<file path="src/rtl/wfg_pkg.sv">
package wfg_pkg;

  typedef enum logic [2:0] {
    K_ALU = 3'd0, K_BAR = 3'd1, K_RET = 3'd2, K_GLB = 3'd3,
    K_SHR = 3'd4, K_PRV = 3'd5, K_FLT = 3'd6, K_BAD = 3'd7
  } kind_e;

  typedef enum logic [2:0] {
    P_ALU = 3'd0, P_GLB = 3'd1, P_SHR = 3'd2, P_PRV = 3'd3, P_FLT = 3'd4
  } pipe_e;

  localparam int CH_GRD = 0;
  localparam int CH_GWR = 1;
  localparam int CH_LRD = 2;
  localparam int CH_LWR = 3;

  // pipeline class a given instruction class belongs to
  function automatic logic [2:0] pipe_of(kind_e k);
    case (k)
      K_ALU, K_BAR, K_RET: return P_ALU;
      K_GLB:               return P_GLB;
      K_SHR:               return P_SHR;
      K_PRV:               return P_PRV;
      K_FLT:               return P_FLT;
      default:             return 3'd7;
    endcase
  endfunction

  function automatic logic op_reads(logic [1:0] op);
    return op != 2'd1;
  endfunction

  function automatic logic op_writes(logic [1:0] op);
    return op != 2'd0;
  endfunction

  function automatic int bus_ticks(logic [1:0] op, int rd_t, int wr_t);
    return (op == 2'd0) ? rd_t : wr_t;
  endfunction

  function automatic int len_w(int a, int b);
    int m;
    m = (a > b) ? a : b;
    return $clog2(m + 1);
  endfunction

endpackage

</file>
<file path="src/rtl/wfg_busy_timer.sv">
module wfg_busy_timer #(
  parameter int W = 4
) (
  input  logic         clk,
  input  logic         rst_n,
  input  logic         load,
  input  logic [W-1:0] len,
  output logic         free
);
  logic [W-1:0] cnt;

  always_ff @(posedge clk) begin
    if (!rst_n)           cnt <= '0;
    else if (load)        cnt <= len;
    else if (cnt != '0)   cnt <= cnt - 1'b1;
  end

  assign free = (cnt == '0);
endmodule

</file>
<file path="src/rtl/wfg_req_chan.sv">
module wfg_req_chan #(
  parameter int CW = 4
) (
  input  logic clk,
  input  logic rst_n,
  input  logic inc,
  input  logic send,
  input  logic done,
  output logic idle,
  output logic full
);
  logic [CW-1:0] in_pipe;
  logic [CW-1:0] in_flight;
  logic          send_ok;
  logic          done_ok;

  assign send_ok = send & ((in_pipe != '0) | inc);
  assign done_ok = done & ((in_flight != '0) | send_ok);

  always_ff @(posedge clk) begin
    if (!rst_n) begin
      in_pipe   <= '0;
      in_flight <= '0;
    end else begin
      in_pipe   <= in_pipe + CW'(inc) - CW'(send_ok);
      in_flight <= in_flight + CW'(send_ok) - CW'(done_ok);
    end
  end

  assign idle = (in_pipe == '0) && (in_flight == '0);
  assign full = &in_pipe;
endmodule

</file>
<file path="src/rtl/wfg_issue_gate.sv">
module wfg_issue_gate import wfg_pkg::*; #(
  parameter int ISSUE_PERIOD = 4,
  parameter int RD_BUS_TICKS = 4,
  parameter int WR_BUS_TICKS = 8,
  parameter int CNT_W        = 4
) (
  input  logic       clk,
  input  logic       rst_n,
  input  logic [1:0] wf_state,
  input  logic       buf_empty,
  input  logic [2:0] inst_kind,
  input  logic [1:0] mem_op,
  input  logic [2:0] pipe_sel,
  input  logic       opnd_ready,
  input  logic       port_ready,
  input  logic       gfifo_space,
  input  logic       lfifo_space,
  input  logic       issue_req,
  input  logic [3:0] send_pulse,
  input  logic [3:0] done_pulse,
  output logic       ready,
  output logic [2:0] slot_start,
  output logic [wfg_pkg::len_w(RD_BUS_TICKS, WR_BUS_TICKS)-1:0] gbus_len,
  output logic [wfg_pkg::len_w(RD_BUS_TICKS, WR_BUS_TICKS)-1:0] lbus_len
);
  localparam int SW    = $clog2(ISSUE_PERIOD + 1);
  localparam int BW    = len_w(RD_BUS_TICKS, WR_BUS_TICKS);
  localparam int NSLOT = 3;
  localparam int NBUS  = 2;
  localparam int NCH   = 4;

  kind_e            kind;
  logic             running, pipe_match, ops_ok, is_local, is_mem;
  logic             rd_busy, wr_busy, order_ok, cls_ok, fire, pend_any;
  logic [NSLOT-1:0] slot_free;
  logic [NBUS-1:0]  bus_free;
  logic [NBUS-1:0]  bus_load;
  logic [BW-1:0]    bus_len_arr [NBUS];
  logic [NCH-1:0]   ch_idle, ch_full, ch_inc;
  logic [BW-1:0]    blen;

  assign kind       = kind_e'(inst_kind);
  assign running    = (wf_state == 2'd1) && !buf_empty;
  assign pipe_match = (pipe_of(kind) == pipe_sel);
  assign ops_ok     = opnd_ready & port_ready;
  assign is_local   = (kind == K_SHR);
  assign is_mem     = (kind == K_GLB) || (kind == K_SHR) ||
                      (kind == K_PRV) || (kind == K_FLT);
  assign pend_any   = ~&ch_idle;

  // ordering: same-space traffic of the opposite direction
  assign rd_busy  = is_local ? !ch_idle[CH_LRD] : !ch_idle[CH_GRD];
  assign wr_busy  = is_local ? !ch_idle[CH_LWR] : !ch_idle[CH_GWR];
  assign order_ok = !(op_reads(mem_op) && wr_busy) &&
                    !(op_writes(mem_op) && rd_busy);

  always_comb begin
    case (kind)
      K_ALU:        cls_ok = slot_free[0] & ops_ok;
      K_BAR, K_RET: cls_ok = slot_free[0] & !pend_any;
      K_GLB, K_PRV: cls_ok = order_ok & slot_free[1] & bus_free[0] &
                             gfifo_space & ops_ok;
      K_SHR:        cls_ok = order_ok & slot_free[2] & bus_free[1] &
                             lfifo_space & ops_ok;
      K_FLT:        cls_ok = slot_free[1] & slot_free[2] & (&bus_free) &
                             gfifo_space & lfifo_space & ops_ok;
      default:      cls_ok = 1'b0;
    endcase
  end

  assign ready = running & pipe_match & cls_ok;
  assign fire  = issue_req & ready;

  assign slot_start[0] = fire & !is_mem;
  assign slot_start[1] = fire & is_mem & !is_local;
  assign slot_start[2] = fire & is_local;

  assign blen     = BW'(bus_ticks(mem_op, RD_BUS_TICKS, WR_BUS_TICKS));
  assign gbus_len = slot_start[1] ? blen : '0;
  assign lbus_len = slot_start[2] ? blen : '0;

  assign ch_inc[CH_GRD] = slot_start[1] & op_reads(mem_op);
  assign ch_inc[CH_GWR] = slot_start[1] & op_writes(mem_op);
  assign ch_inc[CH_LRD] = slot_start[2] & op_reads(mem_op);
  assign ch_inc[CH_LWR] = slot_start[2] & op_writes(mem_op);

  assign bus_len_arr[0] = gbus_len;
  assign bus_len_arr[1] = lbus_len;

  for (genvar s = 0; s < NSLOT; s++) begin : g_slot
    wfg_busy_timer #(.W(SW)) u_slot (
      .clk(clk), .rst_n(rst_n), .load(slot_start[s]),
      .len(SW'(ISSUE_PERIOD)), .free(slot_free[s])
    );
  end

  for (genvar b = 0; b < NBUS; b++) begin : g_bus
    assign bus_load[b] = (bus_len_arr[b] != '0);
    wfg_busy_timer #(.W(BW)) u_bus (
      .clk(clk), .rst_n(rst_n), .load(bus_load[b]),
      .len(bus_len_arr[b]), .free(bus_free[b])
    );
  end

  for (genvar c = 0; c < NCH; c++) begin : g_chan
    wfg_req_chan #(.CW(CNT_W)) u_chan (
      .clk(clk), .rst_n(rst_n), .inc(ch_inc[c]),
      .send(send_pulse[c]), .done(done_pulse[c]),
      .idle(ch_idle[c]), .full(ch_full[c])
    );
  end
endmodule

</file>
<file path="config.mk">
export PLATFORM = sky130hd
export DESIGN_NAME = wfg_issue_gate
export DESIGN_NICKNAME = d
export VERILOG_FILES = /design/src/rtl/wfg_pkg.sv /design/src/rtl/wfg_busy_timer.sv /design/src/rtl/wfg_req_chan.sv /design/src/rtl/wfg_issue_gate.sv
export SDC_FILE = /design/constraint.sdc
export NUM_CORES = 1
export LEC_CHECK = 0
export ABC_AREA = 1
export BUFFER_PORTS_ARGS = -buffer_cell sky130_fd_sc_hd__buf_4
export CAP_MARGIN = 20
export CORE_MARGIN = 5
export CORE_UTILIZATION = 60
export CTS_BUF_LIST = sky130_fd_sc_hd__clkbuf_8 sky130_fd_sc_hd__clkbuf_16
export CTS_CLUSTER_DIAMETER = 30
export DETAILED_ROUTE_END_ITERATION = 10
export GPL_TIMING_DRIVEN = 0
export PLACE_DENSITY = 0.81
export RECOVER_POWER = 50
export SLEW_MARGIN = 15
export SYNTH_ARGS = -nofsm -noshare
export SYNTH_HDL_FRONTEND = slang
export SYNTH_HIERARCHICAL = 1
export SYNTH_SLANG_ARGS = --single-unit
</file>
<file path="constraint.sdc">
create_clock -name clk -period 3.8 [get_ports clk]
set_input_delay 0.38 -clock clk [delete_from_list [all_inputs] [get_ports clk]]
set_output_delay 0.38 -clock clk [all_outputs]
set_load 0.05 [all_outputs]
</file>
==> results of run 1 <==
[per-layer routing]
| metal | share of wire (%) | up-vias |
|---|---|---|
| met5 | 0 | - |
| met4 | 1.5 | 0 |
| met3 | 4.8 | 12 |
| met2 | 54 | 69 |
| met1 | 40 | 1520 |
| li1 | - | 1730 |
[power by group through the flow]
stage / logic [uW] / registers, uW / clock network [uW]
after floorplan: 1560 / 867 / 0
after global placement: 1800 / 892 / 0
after detailed placement: 1960 / 906 / 0
after CTS: 1990 / 894 / 406
after global routing: 2330 / 924 / 427
final: 1980 / 894 / 399
[metrics by stage]
step,setup WS (ns),hold slack (ns)
6_report,0.366,0.489
5_1_grt,-0.0136,0.500
4_1_cts,0.156,0.484
3_5_place_dp,0.179,0.503
3_3_place_gp,0.315,0.494
2_1_floorplan,0.746,0.471
[flip-flops by register name (all words and copies together), names as in the netlist]
register,flops
g_bus.u_bus/cnt,8
g_chan.u_chan/in_flight,16
g_chan.u_chan/in_pipe,16
g_slot.u_slot/cnt,9
[tightest hold or removal path, delay by kind of cell]
kind / cells / cell delay, ns
buffers and inverters: 2 / 0.27
and+or+nand+nor: 1 / 0.10
[final cells by class]
cell class                      instances  area (sq um)  area share (%)
Inverter                              142           533            12.4
Multi-Input combinational cell        358          2260            52.7
Clock buffer                            6          82.6            1.92
Clock inverter                          2          37.5           0.873
Buffer                                  6          45.0            1.05
Sequential cell                        49           981            22.8
Tap cell                               75          93.8            2.18
Timing Repair Buffer                   35           263            6.11
[path summary, 6_finish.rpt]
check | to | slack (ns) | depth (start not counted)
min reg2reg | g_bus[1].u_bus/cnt[0]$_SDFFE_PN0P_ | 0.52 | 2
max reg2reg | g_chan[1].u_chan/in_flight[2]$_SDFF_PN0_ | 0.37 | 26
min | g_chan[2].u_chan/in_flight[0]$_SDFF_PN0_ | 0.49 | 3
max | g_chan[1].u_chan/in_flight[2]$_SDFF_PN0_ | 0.37 | 26
[cell usage in the layout, fill, tap and decap left out, drive strengths merged]
master    count
inv         141
nand3        30
nor4          1
xor2          7
buf          41
dfxtp        49
nand4        10
a21oi        33
nand2        92
and3          5
and2          1
or2          11
clkinvlp      1
nor2         73
nand3b        1
fa            8
clkbuf        6
conb         17
o21ai        17
ha           48
xnor2         4
clkinv        1
bufinv        1
[repair_timing]
item                       CTS  global route
setup buffers                0             2
gates resized for setup      0             9
setup endpoints to repair    0             8
==> metrics.log, run 1 <==
INFO  metric status = completed
INFO  metric postCtsHoldBufs = 0
INFO  metric layout.cell_area.non_filler = 0.00430 sq mm
INFO  metric groute.usage.overall = 20.7%
INFO  metric global_route.overflow_total = 0
INFO  metric share_seq_of_total_power = 27.3%
INFO  metric worst_ir_drop_vdd = 0.396 mV
INFO  metric final.fill_count = 529
INFO  metric critical_path.slowest_cell = fa_1
INFO  metric grt_max_degree = 36
INFO  metric critPathBufInv = 5
INFO  metric power.share.combinational = 60.5%
INFO  metric final-hold-violation-count = 0
INFO  metric finalNetCount = 679
INFO  metric tritoncts_num_sinks = 49
INFO  metric p_sw = 1480 uW
INFO  metric power.leakage = 0.00238 uW
INFO  metric first_global_vias = 3336
INFO  metric placement.cell_area = 0.00414 sq mm
INFO  metric first_pass_iters = 5
INFO  metric worstSetupPathType = flop to flop
INFO  metric drt_wl_total = 7630 um
INFO  metric wire_length_of_the_first_global_routing_pass = 13100 um
INFO  metric critPathTopFamily = simple AND/OR/NAND/NOR gates
INFO  metric worst_setup_path_startpoint = g_chan[2].u_chan/in_flight[2]$_SDFF_PN0_
INFO  metric tns = 0 ns
INFO  metric fmaxAchievable = 291 MHz
INFO  metric die_width = 89.0 um
INFO  metric post-route-min-period = 3.43 ns
INFO  metric synthesis.instances = 540
INFO  metric die_area = 0.00792 sq mm
INFO  metric swShare = 45.2%
INFO  metric setup_viol = 0
INFO  metric port_buffer_count = 33
INFO  metric htree_num_levels = 2
INFO  metric place_inst = 663
INFO  metric start_util = 62.5%
INFO  metric syn_area = 0.00374 sq mm
INFO  metric worst_r2r_startpoint = g_chan[2].u_chan/in_flight[2]$_SDFF_PN0_
INFO  metric clk_transition_reported_paths = 0.10 ns
INFO  metric fp.coreArea = 0.00599 sq mm
INFO  metric timing.final.crit_share = 90.4%
INFO  metric place_hpwl = 6110 um
INFO  metric routed-via-count = 3331
INFO  metric power_density = 761 mW/mm^2
INFO  metric antenna-diode-count = 0
INFO  metric drc_errors = 0
INFO  metric finalPower = 3270 uW
INFO  metric detail_route.wl_per_cell = 11.3 um
INFO  metric power.share.clock = 12.2%
INFO  metric finalNonFillerCells = 673
INFO  metric place_congestion = 0.785
INFO  metric antenna_found_initial = 0
INFO  metric clk_skew = 0.00641 ns
INFO  metric crit_fanout = 5
INFO  metric synth_to_layout_area_growth = 14.9%
INFO  metric grt_most_used_layer = met2
INFO  metric clk-insertion-delay-late = 0.30 ns
INFO  metric hold_start = rst_n
INFO  metric detail-route-antenna-nets = 0
INFO  metric grt_use_met2 = 41.2%
INFO  metric floorplan.io_pins = 38
INFO  metric post_syn_area_per_cell = 6.93 sq um
INFO  metric cp.required = 4.00 ns
INFO  metric worst_ep_arrival_time = 3.64 ns
INFO  metric cp_endpoint_kind = flop
INFO  metric layout-drive-gt1-share = 13.2%
INFO  metric cts-root-to-sink-buffers = 2
INFO  metric design_internal_power = 1790 uW
INFO  metric cts.root.buffer_cell = clkbuf_8
INFO  metric critical_path.startpoint_type = flop
INFO  metric drt-initial-drc-count = 103
INFO  metric grt.met1_usage = 21.9%
INFO  metric via_per_inst = 4.95
INFO  metric final_util = 71.8%
INFO  metric tritoncts = done
INFO  metric numCtsBuffers = 5
INFO  metric global_route.usage.met3 = 3.78%
INFO  metric cpPeakStageDelay = 0.39 ns
INFO  metric die_h = 89.0 um
INFO  metric drv_cap = 0
INFO  metric rows = 28
INFO  metric hold_path_class = primary input to flop
INFO  metric crit_path_frequent_cell = inv_1
INFO  metric ys.warnings.count = 6
INFO  metric rsz0062_at_grt = true
INFO  metric maxSlewViolCount = 0
No activity file was read; power rests on OpenSTA's default activity.
==> inputs of run 2 (changes only) <==
--- a/config.mk
+++ b/config.mk
@@ -8,7 +8,7 @@
 export ABC_AREA = 1
 export BUFFER_PORTS_ARGS = -buffer_cell sky130_fd_sc_hd__buf_4
 export CAP_MARGIN = 20
-export CORE_MARGIN = 5
+export CORE_MARGIN = 4
 export CORE_UTILIZATION = 60
 export CTS_BUF_LIST = sky130_fd_sc_hd__clkbuf_8 sky130_fd_sc_hd__clkbuf_16
 export CTS_CLUSTER_DIAMETER = 30
==> run 2 against run 1 <==
Against the previous run: register-to-register slack better by 0.03 ns; highest routed layer unchanged; sequential share of layout area hardly changed; largest power group unchanged; first-iteration DRC count is 19% lower; sequential power hardly changed.
==> metrics.log, run 2 (synthesis results as in run 1) <==
INFO  metric detail-route-antenna-nets = 0 (unchanged)
INFO  metric postCtsHoldBufs = 0 (unchanged)
INFO  metric numCtsBuffers = 5 (unchanged)
INFO  metric clk_skew = 0.00725 ns (+0.000849 ns)
INFO  metric cts.root.buffer_cell = clkbuf_8
INFO  metric rsz0062_at_grt = false
INFO  metric drv_cap = 0 (unchanged)
INFO  metric mostFrequentLayoutCell = inv_1
INFO  metric worst_ep_arrival_time = 3.61 ns (-0.03 ns)
INFO  metric fmaxAchievable = 294 MHz (+0.91%)
INFO  metric reg_top3 = g_chan.u_chan/in_flight (16), g_chan.u_chan/in_pipe (16), g_slot.u_slot/cnt (9)
INFO  metric global_route.overflow_total = 0 (unchanged)
INFO  metric drc_errors = 0 (unchanged)
INFO  metric cpPeakStageDelay = 0.39 ns (about the same)
INFO  metric power_density = 765 mW/mm^2 (+0.43%)
INFO  metric tns = 0 ns (unchanged)
INFO  metric finalPower = 3280 uW (+0.34%)
INFO  metric synth_to_layout_area_growth = 14.8% (about the same)
INFO  metric die_width = 87.0 um (-2.2%)
INFO  metric worst_ir_drop_vdd = 0.386 mV (-2.6%)
INFO  metric crit_path_frequent_cell = inv_1
INFO  metric rows = 28 (unchanged)
INFO  metric place_congestion = 0.823 (+4.8%)
INFO  metric cp.required = 4.01 ns (about the same)
INFO  metric post-route-min-period = 3.40 ns (-0.0311 ns)
INFO  metric place_hpwl = 5820 um (-4.8%)
INFO  metric die_area = 0.00756 sq mm (-4.4%)
INFO  metric start_util = 62.5% (unchanged)
INFO  metric tritoncts_num_sinks = 49 (unchanged)
INFO  metric clk_transition_reported_paths = 0.09 ns (about the same)
INFO  metric floorplan.io_pins = 38 (unchanged)
INFO  metric final-hold-violation-count = 0 (unchanged)
INFO  metric port_buffer_count = 33 (unchanged)
INFO  metric clk-insertion-delay-late = 0.31 ns (about the same)
INFO  metric crit_fanout = 5 (unchanged)
INFO  metric slew-limit-headroom = 60.5%
INFO  metric via_per_inst = 4.89 (-1.1%)
INFO  metric status = completed
INFO  metric antenna_found_initial = 0 (unchanged)
INFO  metric htree_num_levels = 2 (unchanged)
INFO  metric groute.usage.overall = 21.4% (+0.70 points)
INFO  metric maxSlewViolCount = 0 (unchanged)
INFO  metric drt-initial-drc-count = 83 (-19%)
INFO  metric layout-drive-gt1-share = 11.5% (-1.7 points)
INFO  metric fp.coreArea = 0.00599 sq mm (unchanged)
INFO  metric antenna-diode-count = 0 (unchanged)
INFO  metric timing.final.crit_share = 89.6% (-0.82 points)
INFO  metric setup_viol = 0 (unchanged)
INFO  metric drt_wl_total = 7450 um (-2.3%)
INFO  metric first_pass_iters = 4 (-1)
INFO  metric first_global_vias = 3382 (+1.4%)
INFO  metric cp_endpoint_kind = flop
INFO  metric fin_hold_ws = 0.482 ns (-0.00670 ns)
INFO  metric wire_length_of_the_first_global_routing_pass = 13200 um (+0.74%)
INFO  metric routed-via-count = 3309 (-0.66%)
INFO  metric layout_common_cells = inv_1 (138), nand2_1 (89), nor2_1 (67)
INFO  metric power.leakage = 0.00236 uW (-0.90%)
INFO  metric critical_path.startpoint_type = flop
INFO  metric cts-root-to-sink-buffers = 2 (unchanged)
INFO  metric critical_path.slowest_cell = fa_1
INFO  metric timing_worst_slew_pin_value = 0.596 ns
INFO  metric worstSetupPathType = flop to flop
INFO  metric finalNetCount = 682 (+0.44%)
INFO  metric hold_path_class = primary input to flop
INFO  metric die_h = 87.0 um (-2.2%)
INFO  metric detail_route.wl_per_cell = 11.0 um (-2.7%)
INFO  metric tritoncts = done
INFO  metric grt_max_degree = 36 (unchanged)
[run 2: final timing paths]
check | from | endpoint | slack, ns | cells past startpoint
worst max-delay path | g_chan[3].u_chan/in_flight[2]$_SDFF_PN0_ | g_chan[1].u_chan/in_flight[2]$_SDFF_PN0_ | 0.40 | 26
worst min-delay path | rst_n | g_chan[3].u_chan/in_flight[0]$_SDFF_PN0_ | 0.48 | 3
worst max register to register | g_chan[3].u_chan/in_flight[2]$_SDFF_PN0_ | g_chan[1].u_chan/in_flight[2]$_SDFF_PN0_ | 0.40 | 26
worst min register to register | g_bus[0].u_bus/cnt[0]$_SDFFE_PN0P_ | g_bus[0].u_bus/cnt[0]$_SDFFE_PN0P_ | 0.51 | 2
[run 2: worst max-delay path: cells and delay by family (launching register included)]
| kind | cells | cell delay (ns) |
|---|---|---|
| buffers and inverters | 5 | 0.26 |
| adders and majority gates | 4 | 0.92 |
| DFF | 1 | 0.31 |
| AOI/OAI and AO/OA | 3 | 0.35 |
| and+or+nand+nor | 14 | 1.46 |
[run 2: metal layers]
layer,GRT usage (%),up-vias,wire length [um]
met5,0,-,0
met4,6.80,0,122
met3,3.78,12,318
met2,41.3,51,4000
met1,23.3,1500,3010
li1,-,1746,-
[run 2: what timing repair did]
action	CTS	global route
endpoints found under the hold margin	0	0
buffers inserted	0	5
endpoints found under the setup margin	0	10
gates resized for setup	0	13
[run 2: final cells by class]
cell class	count	area [sq um]
clock buffer	5	68.8
clock inverter	3	65.1
multi-input combinational	358	2250
fill	513	1690
sequential	49	981
timing repair buffer	38	259
tap	75	93.8
buffer	6	45.0
inverter	142	533
[run 2: power by group]
part | switching, uW | total (uW) | internal (uW)
registers | 142 | 891 | 749
logic | 1130 | 1950 | 820
clock network | 178 | 440 | 261
total | 1450 | 3280 | 1830
[run 2: through the flow]
stage / area [sq um] / worst slack [ns] / std cells / utilization [%]
floorplan: 3800 / 0.746 / 555 / -
CTS: 4270 / 0.172 / 671 / 71.3
global route: 4300 / 0.00144 / 676 / 71.7
finish: 4300 / 0.397 / 676 / 71.7
global placement: 4140 / 0.325 / 663 / 69.1
detailed placement: 4140 / 0.228 / 663 / 69.1
==> inputs of run 3 (changes only) <==
--- a/config.mk
+++ b/config.mk
@@ -5,7 +5,6 @@
 export SDC_FILE = /design/constraint.sdc
 export NUM_CORES = 1
 export LEC_CHECK = 0
-export ABC_AREA = 1
 export BUFFER_PORTS_ARGS = -buffer_cell sky130_fd_sc_hd__buf_4
 export CAP_MARGIN = 20
 export CORE_MARGIN = 4
@@ -14,7 +13,7 @@
 export CTS_CLUSTER_DIAMETER = 30
 export DETAILED_ROUTE_END_ITERATION = 10
 export GPL_TIMING_DRIVEN = 0
-export PLACE_DENSITY = 0.81
+export PLACE_DENSITY = 0.8
 export RECOVER_POWER = 50
 export SLEW_MARGIN = 15
 export SYNTH_ARGS = -nofsm -noshare
==> run 3 against run 2 <==
Against the previous run: the run now ends with negative setup slack left; maximum frequency fell by 19%; setup slack got worse by 0.78 ns; synthesized cell count fell by 22%; core utilization rose by 9.9 points; sequential cell count did not move; critical path type unchanged; wire length rose by 37%.
==> metrics.log, run 3 <==
INFO  metric post_syn_area_per_cell = 8.77 sq um (+27%)
INFO  metric floorplan.io_pins = 38 (unchanged)
INFO  metric groute.usage.overall = 21.8% (+0.35 points)
INFO  metric first_pass_iters = 5 (+1)
INFO  metric crit_fanout = 3 (-2)
INFO  metric die_h = 86.4 um (-0.71%)
INFO  metric tritoncts = done
INFO  metric placement.cell_area = 0.00409 sq mm (-1.2%)
INFO  metric worstSetupPathType = flop to flop
INFO  metric start_util = 61.8% (-0.62 points)
INFO  metric ys.warnings.count = 6 (unchanged)
INFO  metric timing_worst_slew_pin_value = 1.01 ns (+0.412 ns)
INFO  metric power.leakage = 0.00217 uW (-7.7%)
INFO  metric detail-route-antenna-nets = 0 (unchanged)
INFO  metric place_hpwl = 5410 um (-7.0%)
INFO  metric maxSlewViolCount = 0 (unchanged)
INFO  metric rows = 28 (unchanged)
INFO  metric antenna-diode-count = 0 (unchanged)
INFO  metric worst_slack = -0.386 ns (-0.783 ns)
INFO  metric cts.root.buffer_cell = clkbuf_8
INFO  metric port_buffer_count = 31 (-6.1%)
INFO  metric status = finished with violations
INFO  metric layout.cell_area.non_filler = 0.00486 sq mm (+13%)
INFO  metric cp_endpoint_kind = flop
INFO  metric die_width = 86.4 um (-0.71%)
INFO  metric global_route.overflow_total = 0 (unchanged)
INFO  metric hold_path_class = primary input to flop
INFO  metric final.fill_count = 358 (-30%)
INFO  metric final-hold-violation-count = 0 (unchanged)
INFO  metric syn_area = 0.00368 sq mm (-1.6%)
INFO  metric wire_length_of_the_first_global_routing_pass = 13100 um (-0.94%)
INFO  metric finalNetCount = 590 (-13%)
INFO  metric post-route-min-period = 4.19 ns (+0.783 ns)
INFO  metric clk-insertion-delay-late = 0.30 ns (about the same)
INFO  metric finalPower = 3690 uW (+12%)
INFO  metric setup_viol = 21 (+21)
INFO  metric fmaxAchievable = 239 MHz (-19%)
INFO  metric fp.coreArea = 0.00596 sq mm (-0.58%)
INFO  metric place_congestion = 0.784 (-4.8%)
INFO  metric reg_top3 = g_chan.u_chan/in_flight (16), g_chan.u_chan/in_pipe (16), g_slot.u_slot/cnt (9)
INFO  metric tns = -3.36 ns (-3.36 ns)
INFO  metric fin_hold_ws = 0.577 ns (+0.0951 ns)
INFO  metric synth_to_layout_area_growth = 32.0%
INFO  metric clk_skew = 0.00809 ns (+0.000833 ns)
INFO  metric layout-drive-gt1-share = 35.0% (+24 points)
INFO  metric violations = negative setup slack
INFO  metric grt_max_degree = 57 (+58%)
INFO  metric power_density = 759 mW/mm^2 (-0.71%)
INFO  metric htree_num_levels = 2 (unchanged)
INFO  metric via_per_inst = 5.73 (+17%)
INFO  metric die_area = 0.00746 sq mm (-1.4%)
INFO  metric drv_cap = 0 (unchanged)
INFO  metric first_global_vias = 2934 (-13%)
INFO  metric cp.required = 4.01 ns (about the same)
INFO  metric slew-limit-headroom = 32.2% (-28 points)
INFO  metric routed-via-count = 3342 (+1.0%)
INFO  metric antenna_found_initial = 0 (unchanged)
INFO  metric rsz0062_at_grt = true
INFO  metric worst_ep_arrival_time = 4.39 ns (+0.78 ns)
INFO  metric critical_path.startpoint_type = flop
INFO  metric drt-initial-drc-count = 234 (+180%)
INFO  metric layout_common_cells = buf_4 (70), inv_1 (63), dfxtp_1 (48)
INFO  metric cts-root-to-sink-buffers = 2 (unchanged)
INFO  metric timing.final.crit_share = 110% (+21 points)
INFO  metric tritoncts_num_sinks = 49 (unchanged)
INFO  metric setup.reg_to_reg.worst_slack = -0.39 ns (-0.78 ns)
INFO  metric synthesis.instances = 420 (-22%)
INFO  metric worst_ir_drop_vdd = 0.501 mV (+30%)
INFO  metric detail_route.wl_per_cell = 17.5 um (+58%)
INFO  metric dpl_worst_slack = -0.601 ns (-0.828 ns)
INFO  metric mostFrequentLayoutCell = buf_4
INFO  metric drc_errors = 0 (unchanged)
INFO  metric numCtsBuffers = 5 (unchanged)
INFO  metric clk_transition_reported_paths = 0.10 ns (about the same)
INFO  metric drt_wl_total = 10200 um (+37%)
[run 3: cell count changes in the layout (fill, tap and decap cells not counted), moves of 11 or more]
cell,previous run,this run
a21oi_1,29,6
nand2_1,89,19
and2_1,1,16
nor2b_1,0,18
mux2i_1,0,11
inv_2,2,17
o21ai_0,13,2
nor2_1,67,8
buf_4,37,70
nand2b_1,0,16
inv_1,138,63
ha_1,48,30
nand3_1,26,7
[run 3: power breakdown]
part           switching (uW)  internal [uW]  total (uW)
logic                    1230           1230        2460
clock network             184            145         329
registers                 166            736         902
[run 3: what timing repair did]
action	4_1_cts	5_1_grt
hold endpoints to repair	0	0
buffers inserted	11	24
endpoints found under the setup margin	31	25
pin swaps	21	28
gates resized for setup	40	61
hold buffers	0	0
[run 3: final timing paths]
| kind | start | end | cells after the start |
|---|---|---|---|
| worst min register to register | g_slot[0].u_slot/cnt[0]$_SDFFE_PN0P_ | g_slot[0].u_slot/cnt[0]$_SDFFE_PN0P_ | 2 |
| worst max-delay path | g_chan[1].u_chan/in_pipe[2]$_SDFF_PN0_ | g_chan[0].u_chan/in_flight[2]$_SDFF_PN0_ | 20 |
| worst min-delay path | rst_n | g_slot[1].u_slot/cnt[2]$_SDFFE_PN0P_ | 2 |
| worst max register to register | g_chan[1].u_chan/in_pipe[2]$_SDFF_PN0_ | g_chan[0].u_chan/in_flight[2]$_SDFF_PN0_ | 20 |
[run 3: through the flow]
stage / instances / utilization (%)
after global placement: 541 / 68.7
after global routing: 583 / 81.6
after floorplan: 435 / -
after detailed placement: 541 / 68.7
after CTS: 559 / 74.6
final: 583 / 81.6
[run 3: layer usage]
| metal | vias to the layer above | global-route usage [%] | wire length (um) |
|---|---|---|---|
| met5 | - | 0 | 0 |
| met4 | 0 | 6.94 | 584 |
| met3 | 58 | 3.61 | 618 |
| met2 | 170 | 40.2 | 5190 |
| met1 | 1560 | 25.4 | 3780 |
| li1 | 1554 | - | - |
[run 3: area by class of cell]
| class | count | area, sq um | area share (%) |
|---|---|---|---|
| clock buffer | 6 | 82.6 | 1.70 |
| inverter | 81 | 307 | 6.31 |
| sequential | 49 | 982 | 20.2 |
| buffer | 11 | 91.3 | 1.88 |
| multi-input combinational | 294 | 2790 | 57.4 |
| clock inverter | 1 | 7.51 | 0.154 |
| timing repair buffer | 66 | 507 | 10.4 |
| tap | 75 | 93.8 | 1.93 |
[run 3: critical path: stages, from the launching register on]
cell	delay, ns
dfxtp_1	0.32
inv_1	0.09
ha_1	0.15
or3b_4	0.39
nor2_4	0.17
nand2_4	0.10
buf_4	0.16
nor4_4	0.16
o211ai_1	0.12
a211o_1	0.30
buf_6	0.15
nor4_4	0.37
o21ai_2	0.14
a31oi_1	0.27
ha_2	0.34
inv_2	0.07
ha_4	0.13
inv_1	0.05
fa_2	0.34
xnor2_1	0.13
and2_1	0.15
